`src/rtl/hpamp_pkg.sv`:
```
`timescale 1ns/1ps
package hpamp_pkg;

    typedef enum logic [3:0] {
        ST_IDLE,
        ST_ADDR,
        ST_ADDR_ACK,
        ST_PTR,
        ST_PTR_ACK,
        ST_WDATA,
        ST_WDATA_ACK,
        ST_GCMD,
        ST_GCMD_ACK,
        ST_RDATA,
        ST_RD_ACK,
        ST_WAIT
    } bus_state_t;

    localparam logic [2:0] SLOT_MODE = 3'd1;
    localparam logic [2:0] SLOT_VOL  = 3'd2;
    localparam logic [2:0] SLOT_HIZ  = 3'd3;
    localparam logic [2:0] SLOT_ID   = 3'd4;

    localparam logic [7:0] GC_ADDR_BYTE = 8'h00;
    localparam logic [7:0] GC_RESET_CMD = 8'h06;

    function automatic logic slot_readable(input logic [2:0] s);
        return (s >= SLOT_MODE) && (s <= SLOT_ID);
    endfunction

    function automatic logic slot_writable(input logic [2:0] s);
        return (s >= SLOT_MODE) && (s <= SLOT_HIZ);
    endfunction

endpackage

```
`src/rtl/hpamp_sync_edge.sv`:
```
`timescale 1ns/1ps
module hpamp_sync_edge #(
    parameter int STAGES = 2
) (
    input  logic clk,
    input  logic rst_n,
    input  logic scl_i,
    input  logic sda_i,
    output logic sda_s,
    output logic scl_rise,
    output logic scl_fall,
    output logic start_ev,
    output logic stop_ev
);
    localparam int LINES = 2;

    logic [LINES-1:0] raw;
    logic [LINES-1:0] synced;
    logic [LINES-1:0] last;

    assign raw = {sda_i, scl_i};

    for (genvar g = 0; g < LINES; g++) begin : g_line
        logic [STAGES-1:0] chain;
        always_ff @(posedge clk or negedge rst_n) begin
            if (!rst_n) chain <= '1;
            else        chain <= {chain[STAGES-2:0], raw[g]};
        end
        assign synced[g] = chain[STAGES-1];
    end

    always_ff @(posedge clk or negedge rst_n) begin
        if (!rst_n) last <= '1;
        else        last <= synced;
    end

    assign sda_s    = synced[1];
    assign scl_rise = synced[0] & ~last[0];
    assign scl_fall = ~synced[0] & last[0];
    assign start_ev = synced[0] & last[0] & last[1] & ~synced[1];
    assign stop_ev  = synced[0] & last[0] & ~last[1] & synced[1];
endmodule

```
`src/rtl/hpamp_ctrl_regs.sv`:
```
`timescale 1ns/1ps
module hpamp_ctrl_regs
    import hpamp_pkg::*;
#(
    parameter logic [7:0] ID_VALUE = 8'hA3
) (
    input  logic       clk,
    input  logic       rst_n,
    input  logic       soft_rst,
    input  logic       wr_stb,
    input  logic [2:0] wr_idx,
    input  logic [7:0] wr_data,
    input  logic [2:0] rd_idx,
    input  logic       thermal_i,
    output logic [7:0] rd_data,
    output logic       en_left_o,
    output logic       en_right_o,
    output logic       sw_shutdown_o,
    output logic       mute_left_o,
    output logic       mute_right_o,
    output logic [4:0] volume_o,
    output logic       hiz_left_o,
    output logic       hiz_right_o
);
    always_ff @(posedge clk or negedge rst_n) begin
        if (!rst_n) begin
            en_left_o     <= 1'b0;
            en_right_o    <= 1'b0;
            sw_shutdown_o <= 1'b0;
            mute_left_o   <= 1'b1;
            mute_right_o  <= 1'b1;
            volume_o      <= '0;
            hiz_left_o    <= 1'b0;
            hiz_right_o   <= 1'b0;
        end else if (soft_rst) begin
            en_left_o     <= 1'b0;
            en_right_o    <= 1'b0;
            sw_shutdown_o <= 1'b0;
            mute_left_o   <= 1'b1;
            mute_right_o  <= 1'b1;
            volume_o      <= '0;
            hiz_left_o    <= 1'b0;
            hiz_right_o   <= 1'b0;
        end else if (wr_stb) begin
            case (wr_idx)
                SLOT_MODE: begin
                    en_left_o     <= wr_data[7];
                    en_right_o    <= wr_data[6];
                    sw_shutdown_o <= wr_data[0];
                end
                SLOT_VOL: begin
                    mute_left_o  <= wr_data[7];
                    mute_right_o <= wr_data[6];
                    volume_o     <= wr_data[5:1];
                end
                SLOT_HIZ: begin
                    hiz_left_o  <= wr_data[1];
                    hiz_right_o <= wr_data[0];
                end
                default: ;
            endcase
        end
    end

    always_comb begin
        case (rd_idx)
            SLOT_MODE: rd_data = {en_left_o, en_right_o, 4'b0000, thermal_i, sw_shutdown_o};
            SLOT_VOL:  rd_data = {mute_left_o, mute_right_o, volume_o, 1'b0};
            SLOT_HIZ:  rd_data = {6'b000000, hiz_left_o, hiz_right_o};
            SLOT_ID:   rd_data = ID_VALUE;
            default:   rd_data = 8'h00;
        endcase
    end
endmodule

```
`src/rtl/hpamp_bus_fsm.sv`:
```
`timescale 1ns/1ps
module hpamp_bus_fsm
    import hpamp_pkg::*;
#(
    parameter logic [6:0] DEV_ADDR = 7'h60
) (
    input  logic       clk,
    input  logic       rst_n,
    input  logic       sda_s,
    input  logic       scl_rise,
    input  logic       scl_fall,
    input  logic       start_ev,
    input  logic       stop_ev,
    input  logic [7:0] rd_data,
    output logic       sda_drive_low,
    output logic [2:0] ptr_q,
    output logic       wr_stb,
    output logic [7:0] wr_data,
    output logic       srst_stb
);
    bus_state_t st, nxt;
    logic [7:0] sh;
    logic [2:0] cnt;
    logic       got8, ack_q, rw_q, gc_q;
    logic [7:0] rx_byte;
    logic       rx_state;

    assign rx_byte  = {sh[6:0], sda_s};
    assign rx_state = st inside {ST_ADDR, ST_PTR, ST_WDATA, ST_GCMD};

    // state register
    always_ff @(posedge clk or negedge rst_n) begin
        if (!rst_n) st <= ST_IDLE;
        else        st <= nxt;
    end

    always_comb begin
        nxt = st;
        if (stop_ev)       nxt = ST_IDLE;
        else if (start_ev) nxt = ST_ADDR;
        else begin
            unique case (st)
                ST_IDLE, ST_WAIT: nxt = st;
                ST_ADDR:      if (scl_fall && got8) nxt = ST_ADDR_ACK;
                ST_ADDR_ACK:  if (scl_fall) nxt = !ack_q ? ST_WAIT :
                                                 gc_q   ? ST_GCMD :
                                                 rw_q   ? ST_RDATA : ST_PTR;
                ST_PTR:       if (scl_fall && got8) nxt = ST_PTR_ACK;
                ST_PTR_ACK:   if (scl_fall) nxt = ack_q ? ST_WDATA : ST_WAIT;
                ST_WDATA:     if (scl_fall && got8) nxt = ST_WDATA_ACK;
                ST_WDATA_ACK: if (scl_fall) nxt = ST_WAIT;
                ST_GCMD:      if (scl_fall && got8) nxt = ST_GCMD_ACK;
                ST_GCMD_ACK:  if (scl_fall) nxt = ST_WAIT;
                ST_RDATA:     if (scl_fall && got8) nxt = ST_RD_ACK;
                ST_RD_ACK:    if (scl_rise && sda_s) nxt = ST_WAIT;
                              else if (scl_fall)     nxt = ST_RDATA;
                default:      nxt = ST_IDLE;
            endcase
        end
    end

    // byte shifting, decode and strobes
    always_ff @(posedge clk or negedge rst_n) begin
        if (!rst_n) begin
            sh <= '0; cnt <= '0; got8 <= 1'b0; ack_q <= 1'b0;
            rw_q <= 1'b0; gc_q <= 1'b0; ptr_q <= '0;
            wr_stb <= 1'b0; wr_data <= '0; srst_stb <= 1'b0;
        end else begin
            wr_stb   <= 1'b0;
            srst_stb <= 1'b0;
            if (start_ev || stop_ev) begin
                cnt  <= '0;
                got8 <= 1'b0;
            end else if (rx_state) begin
                if (scl_rise && !got8) begin
                    sh  <= rx_byte;
                    cnt <= cnt + 3'd1;
                    if (cnt == 3'd7) begin
                        got8 <= 1'b1;
                        case (st)
                            ST_ADDR: begin
                                rw_q <= rx_byte[0];
                                gc_q <= (rx_byte == GC_ADDR_BYTE);
                                if (rx_byte[7:1] == DEV_ADDR)
                                    ack_q <= rx_byte[0] ? slot_readable(ptr_q) : 1'b1;
                                else
                                    ack_q <= (rx_byte == GC_ADDR_BYTE);
                            end
                            ST_PTR: begin
                                ptr_q <= rx_byte[2:0];
                                ack_q <= slot_readable(rx_byte[2:0]);
                            end
                            ST_WDATA: begin
                                ack_q   <= slot_writable(ptr_q);
                                wr_stb  <= slot_writable(ptr_q);
                                wr_data <= rx_byte;
                            end
                            ST_GCMD: begin
                                ack_q <= (rx_byte == GC_RESET_CMD);
                                if (rx_byte == GC_RESET_CMD) begin
                                    srst_stb <= 1'b1;
                                    ptr_q    <= '0;
                                end
                            end
                            default: ;
                        endcase
                    end
                end else if (scl_fall && got8) begin
                    got8 <= 1'b0;
                    cnt  <= '0;
                end
            end else if (st == ST_RDATA) begin
                if (scl_rise && !got8) begin
                    cnt <= cnt + 3'd1;
                    if (cnt == 3'd7) got8 <= 1'b1;
                end else if (scl_fall) begin
                    if (got8) begin
                        got8 <= 1'b0;
                        cnt  <= '0;
                    end else begin
                        sh <= {sh[6:0], 1'b0};
                    end
                end
            end else if (scl_fall && ((st == ST_ADDR_ACK && ack_q && rw_q && !gc_q) ||
                                      st == ST_RD_ACK)) begin
                sh   <= rd_data;
                cnt  <= '0;
                got8 <= 1'b0;
            end
        end
    end

    // outputs
    always_comb begin
        unique case (st)
            ST_ADDR_ACK, ST_PTR_ACK, ST_WDATA_ACK, ST_GCMD_ACK: sda_drive_low = ack_q;
            ST_RDATA: sda_drive_low = !sh[7];
            default:  sda_drive_low = 1'b0;
        endcase
    end
endmodule

```
`src/rtl/hpamp_i2c_regs.sv`:
```
`timescale 1ns/1ps
module hpamp_i2c_regs #(
    parameter logic [6:0] DEV_ADDR    = 7'h60,
    parameter logic [7:0] ID_VALUE    = 8'hA3,
    parameter int         SYNC_STAGES = 2
) (
    input  logic       clk,
    input  logic       rst_n,
    input  logic       scl_i,
    input  logic       sda_i,
    input  logic       thermal_i,
    output logic       sda_drive_low_o,
    output logic       en_left_o,
    output logic       en_right_o,
    output logic       sw_shutdown_o,
    output logic       mute_left_o,
    output logic       mute_right_o,
    output logic [4:0] volume_o,
    output logic       hiz_left_o,
    output logic       hiz_right_o
);
    logic       sda_s, scl_rise, scl_fall, start_ev, stop_ev;
    logic [7:0] rd_data, wr_data;
    logic [2:0] ptr;
    logic       wr_stb, srst_stb;

    hpamp_sync_edge #(.STAGES(SYNC_STAGES)) sync_i (
        .clk(clk), .rst_n(rst_n), .scl_i(scl_i), .sda_i(sda_i),
        .sda_s(sda_s), .scl_rise(scl_rise), .scl_fall(scl_fall),
        .start_ev(start_ev), .stop_ev(stop_ev)
    );

    hpamp_bus_fsm #(.DEV_ADDR(DEV_ADDR)) fsm_i (
        .clk(clk), .rst_n(rst_n), .sda_s(sda_s), .scl_rise(scl_rise),
        .scl_fall(scl_fall), .start_ev(start_ev), .stop_ev(stop_ev),
        .rd_data(rd_data), .sda_drive_low(sda_drive_low_o), .ptr_q(ptr),
        .wr_stb(wr_stb), .wr_data(wr_data), .srst_stb(srst_stb)
    );

    hpamp_ctrl_regs #(.ID_VALUE(ID_VALUE)) regs_i (
        .clk(clk), .rst_n(rst_n), .soft_rst(srst_stb), .wr_stb(wr_stb),
        .wr_idx(ptr), .wr_data(wr_data), .rd_idx(ptr), .thermal_i(thermal_i),
        .rd_data(rd_data), .en_left_o(en_left_o), .en_right_o(en_right_o),
        .sw_shutdown_o(sw_shutdown_o), .mute_left_o(mute_left_o),
        .mute_right_o(mute_right_o), .volume_o(volume_o),
        .hiz_left_o(hiz_left_o), .hiz_right_o(hiz_right_o)
    );
endmodule

```
`config.mk`:
```
export PLATFORM = sky130hd
export DESIGN_NAME = hpamp_i2c_regs
export DESIGN_NICKNAME = d
export VERILOG_FILES = /design/src/rtl/hpamp_pkg.sv /design/src/rtl/hpamp_sync_edge.sv /design/src/rtl/hpamp_ctrl_regs.sv /design/src/rtl/hpamp_bus_fsm.sv /design/src/rtl/hpamp_i2c_regs.sv
export SDC_FILE = /design/constraint.sdc
export NUM_CORES = 1
export LEC_CHECK = 0
export BUFFER_PORTS_ARGS = -buffer_cell sky130_fd_sc_hd__buf_2
export CAP_MARGIN = 25
export CORE_MARGIN = 2
export CORE_UTILIZATION = 55
export DETAILED_ROUTE_END_ITERATION = 16
export PLACE_DENSITY_LB_ADDON = 0.08
export SYNTH_ARGS = -nofsm -noshare
export SYNTH_HDL_FRONTEND = slang
export SYNTH_SLANG_ARGS = --single-unit
```
`constraint.sdc`:
```
create_clock -name clk -period 2.2 [get_ports clk]
set_input_delay 0.22 -clock clk [delete_from_list [all_inputs] [get_ports clk]]
set_output_delay 0.22 -clock clk [all_outputs]
set_load 0.05 [all_outputs]
```
==> impl_results.md, run 1 <==
* Synth Area in XOR/XNOR at less than 1%
* CP required at between 2 and 2.5 ns
* Area Overhead vs Synth at 10.6%
* Synthesis warning total at 0
* Number of flops mapped to enable cells by yosys at 0
* Die footprint at roughly 5500 um^2
* Layout cells sized above 1 at 21.6%
* Core box area at 4750 um^2
* Post-synthesis adder-cell area fraction at less than 1%
* TritonCTS clock tree: built
* Cell chain of the critical path: and2b_4 > a22oi_1 > o31a_1 > mux2_4
* Cts bufs inserted at 5
* Global-route wire length before repair at 9690 um
* Status: finished clean
* Clock root buffer master: clkbuf_8
* Synthesized instance count at 272
* Worst Skew at 0.0103 ns
* Finished Core Util at 63.1%
* Mux cell area share after synthesis at between 10% and 20%
* Port bufs at 17
* Post-synthesis sequential area ratio at a little under half
* Complex-gate fraction of the synthesized area at around 15%
* Post-CTS Setup Bufs at 0
* Placement Rows at 25
* Crit path max-delay family: compound AO/OA/AOI/OAI gates
* WL final at 5800 um
* Tightest Hold Check Type: flip-flop to flip-flop
* Antenna-violating nets left at 0
* Synth Area in Simple Gates at 20.0%
* Synth cell types at 61
* Crit Path Max Fanout at 9
* Critical Path Start Type: flip-flop
* Syn Nets at ~280
* Main combinational cell family by area after synthesis: simple AND/OR/NAND/NOR gates
* WP buf/inv at 0
* Data arrival time at the worst-slack endpoint at roughly 2.2 ns
* Tcrit/Tclk final at between 80% and 90%
* Final setup TNS at 0 ns
* Final min period at around 2 ns
* Io pins at 18
* Number of max-cap violations at 0
* Worst skew pair latency at roughly 0.3 ns
* Inserted Diodes at 0
* Fraction of registers with async set/reset at between 90% and 100%
* Initial core utilization at 57.1%
* Slowest CP cell: dfstp_2
* Peak VDD IR at 0.376 mV
* Worst-margin pin slew at 0.559 ns
* Top cells by count, synth: dfrtp_1, nand2_1, a21oi_1, nor2_1, o21ai_0
* Syn avg cell area at 9.97 um^2
* Clock Path Buffers at 2
* Die width at roughly 74 um
* Drt initial violations at 103
* # H-tree levels at 2
* Max incr delay on CP at approximately 0.61 ns
* Vias at 2051
* Post-synth top flop: dfrtp_1
* Synth Cell Area at approximately 2700 um^2
* Synth area leaders: dfrtp_1, dfstp_2, nand2_1
* Power per cell area at 549 nW/um^2
* Hold Buf Count CTS at 2
* Num Clock Sinks at 50
* Final RePlAce weighted congestion at between 0.8 and 0.9
* Fillers at 423
* Vias per inst at 5.73
* Critical Path Sink Type: flip-flop
* HPWL Detailed at 4260 um
* Most frequent cell after synthesis: dfrtp_1
* Final Hold Violating Endpoints at 0
* Final setup viols at 0
* Area share of the largest cell type after synthesis at 38.7%
* Post-CTS sizing at 0
* Max_slew headroom at 62.7%
* Initial antenna violation count at 0
* Largest area contributor in the netlist: dfrtp_1
* Pwr Total at 1650 uW
* Final slew viol count at 0
* #FFs+latches synth at 50
* Highest clock rate at around 510 MHz
* Nets@finish at 297
* RSZ-0062 raised after global routing: false
* DRC viols at 0
* DR WL/cell at 16.2 um
* Pre-antenna DRT Iters at 4
* Number of global-route vias before repair at 1903
* Leak at 0.00137 uW
* Pin count of the biggest net entering global routing at 28
* Clk slew on worst S/H paths at 0.09 ns
* Grt ovf at 0
* Worst setup path category: flip-flop to flip-flop
* R2R Setup Slk at 0.22 ns
* Chip Height at 74.2 um
* GRT Total Usage at 23.1%
## cell usage in the layout (no fill, tap or decap), drive strengths merged, types with 3 or more instances in the layout
cell type	Yosys	routed
nand3	9	9
dfrtp	42	42
nor2	14	14
buf	10	26
clkbuf	8	5
nor2b	6	6
a21oi	19	19
inv	7	7
o21ai	15	15
a22o	3	3
mux2	18	18
dlygate4sd3	0	3
dfstp	8	8
nor3	6	6
nand4	6	6
nand3b	5	5
nand2b	4	4
mux2i	10	10
nand2	40	40
## cells by family after synthesis
logic type | count (synthesis)
AOI/OAI and AO/OA | 61
muxes | 28
xor gates and xnor gates | 3
and+or+nand+nor | 103
DFF | 50
adders and majority gates | 2
buffers and inverters | 25
## through the flow
step	instances	hold WS (ns)	cell area (um^2)	setup WS (ns)
final	358	0.361	3000	0.224
after global routing	358	0.368	3000	0.140
after CTS	357	0.00317	2990	0.227
after detailed placement	347	0.252	2880	0.242
after global placement	347	0.259	2880	0.271
after floorplan	272	-0.0756	2720	0.436
## routing by layer
layer  GRT usage [%]  up-vias  routed length (um)
met4            6.94        0                 111
met1            34.4      989                2750
li1                -     1007                   -
met2            35.6       47                2730
met3            3.25        8                 216
met5               0        -                   0
## cell type report
cell class | count | area [um^2] | area share, %
well taps | 67 | 83.8 | 2.80
multi-input cells | 197 | 1340 | 44.8
inverters | 7 | 26.3 | 0.876
flip-flops and latches | 50 | 1260 | 42.1
clock buffers | 5 | 68.8 | 2.29
repair buffers | 29 | 195 | 6.51
clock inverters | 3 | 21.3 | 0.709
## state kept, by name (all words and copies together) (netlist names), 2 cells and up
name,count
fsm_i.sh,8
fsm_i.st,4
sync_i.last,2
fsm_i.ptr_q,3
sync_i.g_line.chain,4
fsm_i.wr_data,8
regs_i.volume_o,5
fsm_i.cnt,3
## path summary, 6_finish.rpt
path	startpoint	endpoint	depth (start not counted)
max	sync_i.last[0]$_DFF_PN1_	fsm_i.sh[2]$_DFFE_PN0P_	4
min	sync_i.g_line[0].chain[0]$_DFF_PN1_	sync_i.g_line[0].chain[1]$_DFF_PN1_	0
max reg2reg	sync_i.last[0]$_DFF_PN1_	fsm_i.sh[2]$_DFFE_PN0P_	4
min reg2reg	sync_i.g_line[0].chain[0]$_DFF_PN1_	sync_i.g_line[0].chain[1]$_DFF_PN1_	0
max in group asynchronous	rst_n	regs_i.mute_left_o$_DFFE_PN1P_	3
min in group asynchronous	rst_n	fsm_i.st[2]$_DFFE_PN0P_	2
## report_power, final
group	switching (uW)	leakage, uW	internal (uW)
sequential	38.1	0.000668	945
clock	309	0.0000441	224
combinational	70.9	0.000653	60.3
total	418	0.00137	1230
(Power assumes the default switching activity.)
==> inputs of run 2 (changes only) <==
--- a/config.mk
+++ b/config.mk
@@ -8,9 +8,9 @@
 export BUFFER_PORTS_ARGS = -buffer_cell sky130_fd_sc_hd__buf_2
 export CAP_MARGIN = 25
 export CORE_MARGIN = 2
-export CORE_UTILIZATION = 55
+export CORE_UTILIZATION = 60
 export DETAILED_ROUTE_END_ITERATION = 16
-export PLACE_DENSITY_LB_ADDON = 0.08
+export PLACE_DENSITY = 0.79
 export SYNTH_ARGS = -nofsm -noshare
 export SYNTH_HDL_FRONTEND = slang
 export SYNTH_SLANG_ARGS = --single-unit
==> run 2 against run 1 <==
Net effect:
- routed wire length rose by 0.74%
- worst hold slack got worse by 0.0083 ns
- clock power rose by 7.3%
- sequential power barely moved
- sequential share of layout area rose by 0.44 points
- final cell count fell by 4.5%
- critical endpoint is now fsm_i.wr_data[0]$_DFFE_PN0P_
- die area fell by 7.9%
- register-to-register slack barely moved
- largest power group unchanged
- clock skew barely moved
- combinational power fell by 4%
==> impl_results.md, run 2 (synthesis gave the netlist of run 1 again) <==
* Area Overhead vs Synth at 9.41%
* Core box area at around 4400 um^2
* Chip Height at roughly 71 um
* CP required at 2.40 ns
* Worst Setup Slack, final at 0.220 ns
* Worst setup path category: flip-flop to flip-flop
* Pin count of the biggest net entering global routing at 34
* Critical Path Start Type: flip-flop
* DRC viols at 0
* Layout cells sized above 1 at between 20% and 30%
* Die footprint at 5080 um^2
* RSZ-0062 raised after global routing: false
* Die width at 71.2 um
* Placement Rows at 24
* Seq pwr share at around three fifths
* Global-route wire length before repair at between 9000 and 10000 um
* Crit Path Max Fanout at 15
* Drt initial violations at approximately 160
* Worst skew pair latency at 0.31 ns
* Cts bufs inserted at 5
* Worst-margin pin slew at about 0.54 ns
* Clock Path Buffers at 2
* Leak at 0.00136 uW
* Inserted Diodes at 0
* TritonCTS clock tree: built
* Number of max-cap violations at 0
* Initial core utilization at 62.3%
* GRT Total Usage at 24.5%
* Pre-antenna DRT Iters at 4
* Final RePlAce weighted congestion at 0.976
* Most common cell after layout, fill and taps aside: dfrtp_1
* Tcrit/Tclk final at 90.0%
* Final min period at 1.98 ns
* Critical Path Sink Type: flip-flop
* Biggest regs: fsm_i.sh x8, fsm_i.wr_data x8, regs_i.volume_o x5
* # H-tree levels at 2
* Final slew viol count at 0
* Clock power share at 34.0%
* Final setup TNS at 0 ns
* Sw Share at 26.2%
* WL final at 5850 um
* Pwr Total at 1680 uW
* Grt ovf at 0
* Status: finished clean
* Highest clock rate at 505 MHz
* Switch Pwr at between 400 and 500 uW
* Clk slew on worst S/H paths at 0.10 ns
* Minimum hold slack at 0.353 ns
* Clock root buffer master: clkbuf_8
* Antenna-violating nets left at 0
* Int Pwr at between 1000 and 1500 uW
* Nets@finish at 296
* Final Hold Violating Endpoints at 0
* Power per cell area at 566 nW/um^2
* Vias at 2136
* Placement Setup Slack at 0.261 ns
* Num Clock Sinks at 50
* Final setup viols at 0
* Commonest cells after routing, fill and taps aside: dfrtp_1, nand2_1, a21oi_1, buf_2, nor2_1
* Number of global-route vias before repair at 1979
* Max_slew headroom at 64.2%
* DR WL/cell at 17.1 um
* Io pins at 18
* Peak VDD IR at 0.529 mV
* Tightest Hold Check Type: input pin to async pin
* Data arrival time at the worst-slack endpoint at roughly 2.2 ns
* Worst Skew at a little over 0.01 ns
* Vias per inst at 6.25
* Logic pwr share at 7.5%
* Initial antenna violation count at 0
* Port bufs at 17
* HPWL Detailed at approximately 4300 um
-- run 2: changes by cell type in the layout (fill, tap and decap cells not counted) --
cell | previous run | this run
buf_12 | 1 | 0
clkinv_2 | 1 | 0
clkinvlp_4 | 1 | 0
clkinv_4 | 1 | 2
inv_8 | 0 | 1
-- run 2: per-stage QoR --
step / cell area, um^2 / utilization (%) / cells
after detailed placement: 2840 / 65.2 / 331
after global placement: 2840 / 65.2 / 331
after CTS: 2970 / 68.2 / 342
final: 2970 / 68.2 / 342
after global routing: 2970 / 68.2 / 342
after floorplan: 2720 / - / 272
-- run 2: routing by layer --
| layer | GRT usage [%] | up-vias | part of all wire [%] |
|---|---|---|---|
| li1 | - | 1013 | - |
| met1 | 36.9 | 1062 | 48 |
| met2 | 36.7 | 54 | 46 |
| met3 | 4.50 | 7 | 4.5 |
| met4 | 6.92 | 0 | 1.3 |
| met5 | 0 | - | 0 |
-- run 2: critical path, stage by stage (launching register included) --
cell and delay (ns):
dfrtp_1 0.63, nor2b_1 0.31, and4_1 0.36, nand3_4 0.21
mux2_1 0.36
-- run 2: area by class of cell --
type | instances | area, um^2
Clock buffer | 5 | 68.8
Clock inverter | 3 | 28.8
Fill cell | 327 | 1390
Inverter | 7 | 26.3
Multi-Input combinational cell | 197 | 1340
Sequential cell | 50 | 1260
Tap cell | 52 | 65.1
Timing Repair Buffer | 28 | 175
-- run 2: path summary, 6_finish.rpt --
check                                                     from                                  end  slack, ns  depth (start not counted)
min                                                      rst_n              fsm_i.st[3]$_DFFE_PN0P_       0.35                          2
min reg2reg                sync_i.g_line[0].chain[0]$_DFF_PN1_  sync_i.g_line[0].chain[1]$_DFF_PN1_       0.36                          0
min in group clk           sync_i.g_line[0].chain[0]$_DFF_PN1_  sync_i.g_line[0].chain[1]$_DFF_PN1_       0.36                          0
max in group asynchronous                                rst_n      regs_i.mute_right_o$_DFFE_PN1P_       1.07                          3
max reg2reg                            fsm_i.st[0]$_DFFE_PN0P_         fsm_i.wr_data[0]$_DFFE_PN0P_       0.22                          4
max                                    fsm_i.st[0]$_DFFE_PN0P_         fsm_i.wr_data[0]$_DFFE_PN0P_       0.22                          4
-- run 2: power by group through the flow --
stage               sequential, uW  combinational [uW]  clock [uW]
floorplan                      975                97.4           0
global placement               997                 119           0
detailed placement             999                 122           0
CTS                            981                 127         579
global route                   986                 141         617
finish                         982                 126         572
-- run 2: repair_timing --
item                                    4_1_cts  5_1_grt
hold buffers                                  3        0
endpoints found under the setup margin        0        0
buffers inserted                              0        0
endpoints found under the hold margin        13        0
resized for setup                             0        0
==> inputs of run 3 (changes only) <==
--- a/config.mk
+++ b/config.mk
@@ -10,6 +10,7 @@
 export CORE_MARGIN = 2
 export CORE_UTILIZATION = 60
 export DETAILED_ROUTE_END_ITERATION = 16
+export GPL_ROUTABILITY_DRIVEN = 0
 export PLACE_DENSITY = 0.79
 export SYNTH_ARGS = -nofsm -noshare
 export SYNTH_HDL_FRONTEND = slang
==> constraint.sdc (replaced) <==
create_clock -name clk -period 2 [get_ports clk]
set_input_delay 0.2 -clock clk [delete_from_list [all_inputs] [get_ports clk]]
set_output_delay 0.2 -clock clk [all_outputs]
set_load 0.05 [all_outputs]
==> run 3 against run 2 <==
Net effect:
- the flow now finishes with violations (hold timing)
- via count decreased by 1.3%
- die area unchanged
- combinational power increased by 16%
- total power increased by 11%
- register-to-register slack got worse by 0.06 ns
- largest power group unchanged
- highest routed layer unchanged
==> impl_results.md, run 3 (synthesis gave the netlist of run 1 again) <==
* Wire length on met1 at 2700 um
* Logic pwr share at 7.8%
* Finished Core Util at 68.8%
* Tcrit/Tclk final at 92.1%
* HPWL Detailed at 3960 um
* Antenna-violating nets left at 0
* Critical Path Sink Type: flip-flop
* Data arrival time at the worst-slack endpoint at about 2.1 ns
* Leak at 0.00137 uW
* Inserted Diodes at 0
* Minimum hold slack at -0.0268 ns
* Worst skew pair latency at 0.31 ns
* Global-route wire length before repair at 9660 um
* GRT Total Usage at roughly 24%
* Worst Skew at just under 0.01 ns
* Port bufs at 17
* Int Pwr at about 1400 uW
* Critical Path Start Type: flip-flop
* WP buf/inv at 0
* RSZ-0062 raised after global routing: false
* Met2 wire length at 2600 um
* Initial antenna violation count at 0
* Core box area at between 4000 and 5000 um^2
* Grt ovf at 0
* Final setup viols at 0
* Nets@finish at 298
* Highest clock rate at 543 MHz
* Clk slew on worst S/H paths at 0.11 ns
* Cts bufs inserted at 5
* DRC viols at 0
* Final slew viol count at 0
* Cell chain of the critical path: o21ai_1 > and2_1 > o211ai_1 > a21oi_1 > mux2_2
* Io pins at 18
* Critical path depth at 5
* Power per cell area at 622 nW/um^2
* Most common cell after layout, fill and taps aside: dfrtp_1
* Worst-margin pin slew at 0.600 ns
* Pin count of the biggest net entering global routing at 51
* Status: complete, but fails checks
* Slowest CP cell: dfrtp_1
* Worst Setup SP: fsm_i.st[2]$_DFFE_PN0P_
* Drt initial violations at 189
* Worst setup path category: flip-flop to flip-flop
* Clock Path Buffers at 2
* CP required at 2.25 ns
* Initial core utilization at 62.3%
* Max incr delay on CP at 0.50 ns
* Number of max-cap violations at 0
* DR WL/cell at 16.6 um
* WL final at between 5000 and 6000 um
* Failing checks: hold timing
* Biggest regs: fsm_i.sh x8, fsm_i.wr_data x8, regs_i.volume_o x5
* Final Hold Violating Endpoints at 42
* Final setup TNS at 0 ns
* Die footprint at 5080 um^2
* Chip Height at 71.2 um
* Clock root buffer master: clkbuf_8
* Top Layer Used: met4
* # H-tree levels at 2
* Vias at approximately 2100
* TritonCTS clock tree: built
* Sw Share at 26.7%
* Peak VDD IR at ~0.39 mV
* Vias per inst at about 6.1
* Area Overhead vs Synth at 10.4%
* Crit Path Max Fanout at 10
* Met3 wire len at roughly 330 um
* Layout cells sized above 1 at 22.9%
* Placement Rows at 24
* Clock power share at approximately 34%
* Num Clock Sinks at 50
* Switch Pwr at slightly below 500 uW
* Pwr Total at ~1900 uW
* Number of global-route vias before repair at 1980
* Reg-to-Reg Start: fsm_i.st[2]$_DFFE_PN0P_
* Tightest Hold Check Type: input pin to async pin
* Commonest cells after routing, fill and taps aside: dfrtp_1, nand2_1, a21oi_1, buf_2, nor2_1
* Seq pwr share at 57.8%
* Die width at roughly 70 um
* R2R cell count at 5
* Crit path max-delay family: compound AO/OA/AOI/OAI gates
* Max_slew headroom at 60.0%
* Pre-antenna DRT Iters at 4
* Final min period at 1.84 ns
[run 3: cell types whose count changed in the layout (fill, tap and decap cells not counted), sizes merged]
cell / previous run / this run
dlygate4sd3: 3 / 2
buf: 25 / 28
[run 3: power by group through the flow]
| stage | clock, uW | combinational, uW | sequential (uW) |
|---|---|---|---|
| 6_report | 640 | 146 | 1080 |
| 5_1_grt | 687 | 162 | 1080 |
| 4_1_cts | 645 | 146 | 1080 |
| 3_5_place_dp | 0 | 142 | 1100 |
| 3_3_place_gp | 0 | 140 | 1090 |
| 2_1_floorplan | 0 | 107 | 1070 |
[run 3: area by class of cell]
type / instances / area (um^2)
timing repair buffer: 30 / 188
fill: 334 / 1360
multi-input combinational: 197 / 1360
clock inverter: 3 / 28.8
tap: 52 / 65.1
inverter: 7 / 26.3
clock buffer: 5 / 68.8
sequential: 50 / 1260
[run 3: per-stage QoR]
step                      cell area (um^2)  hold slack (ns)  instances  worst slack, ns
after floorplan                       2720          -0.0956        272            0.256
after global placement                2860            0.304        334           0.0936
after detailed placement              2860            0.307        334          0.00782
after CTS                             2980          0.00617        344           0.0574
after global routing                  2990           0.0376        344           0.0432
final                                 2990          -0.0268        344            0.158
[run 3: worst paths after layout]
kind,end,slack (ns)
setup / recovery,fsm_i.cnt[0]$_DFFE_PN0P_,0.16
hold / removal,regs_i.volume_o[4]$_DFFE_PN0P_,-0.03
setup reg to reg,fsm_i.cnt[0]$_DFFE_PN0P_,0.16
hold reg to reg,sync_i.g_line[0].chain[1]$_DFF_PN1_,0.36
max in group asynchronous,fsm_i.st[3]$_DFFE_PN0P_,1.60
min in group clk,sync_i.g_line[0].chain[1]$_DFF_PN1_,0.36
[run 3: what timing repair did]
| item | 4_1_cts | 5_1_grt |
|---|---|---|
| endpoints found under the setup margin | 8 | 3 |
| hold buffers | 2 | 0 |
| resized for setup | 1 | 2 |
| hold endpoints to repair | 2 | 0 |
| buffers inserted | 0 | 0 |
[run 3: worst register-to-register path: stages (launching register included)]
cell      delay, ns
dfrtp_1        0.50
o21ai_1        0.22
and2_1         0.39
o211ai_1       0.15
a21oi_1        0.32
mux2_2         0.22
[run 3: metal layers]
layer  track usage (%)  up-vias
li1                  -     1006
met1              36.0     1035
met2              36.9       61
met3              4.64        7
met4              6.29        0
met5                 0        -
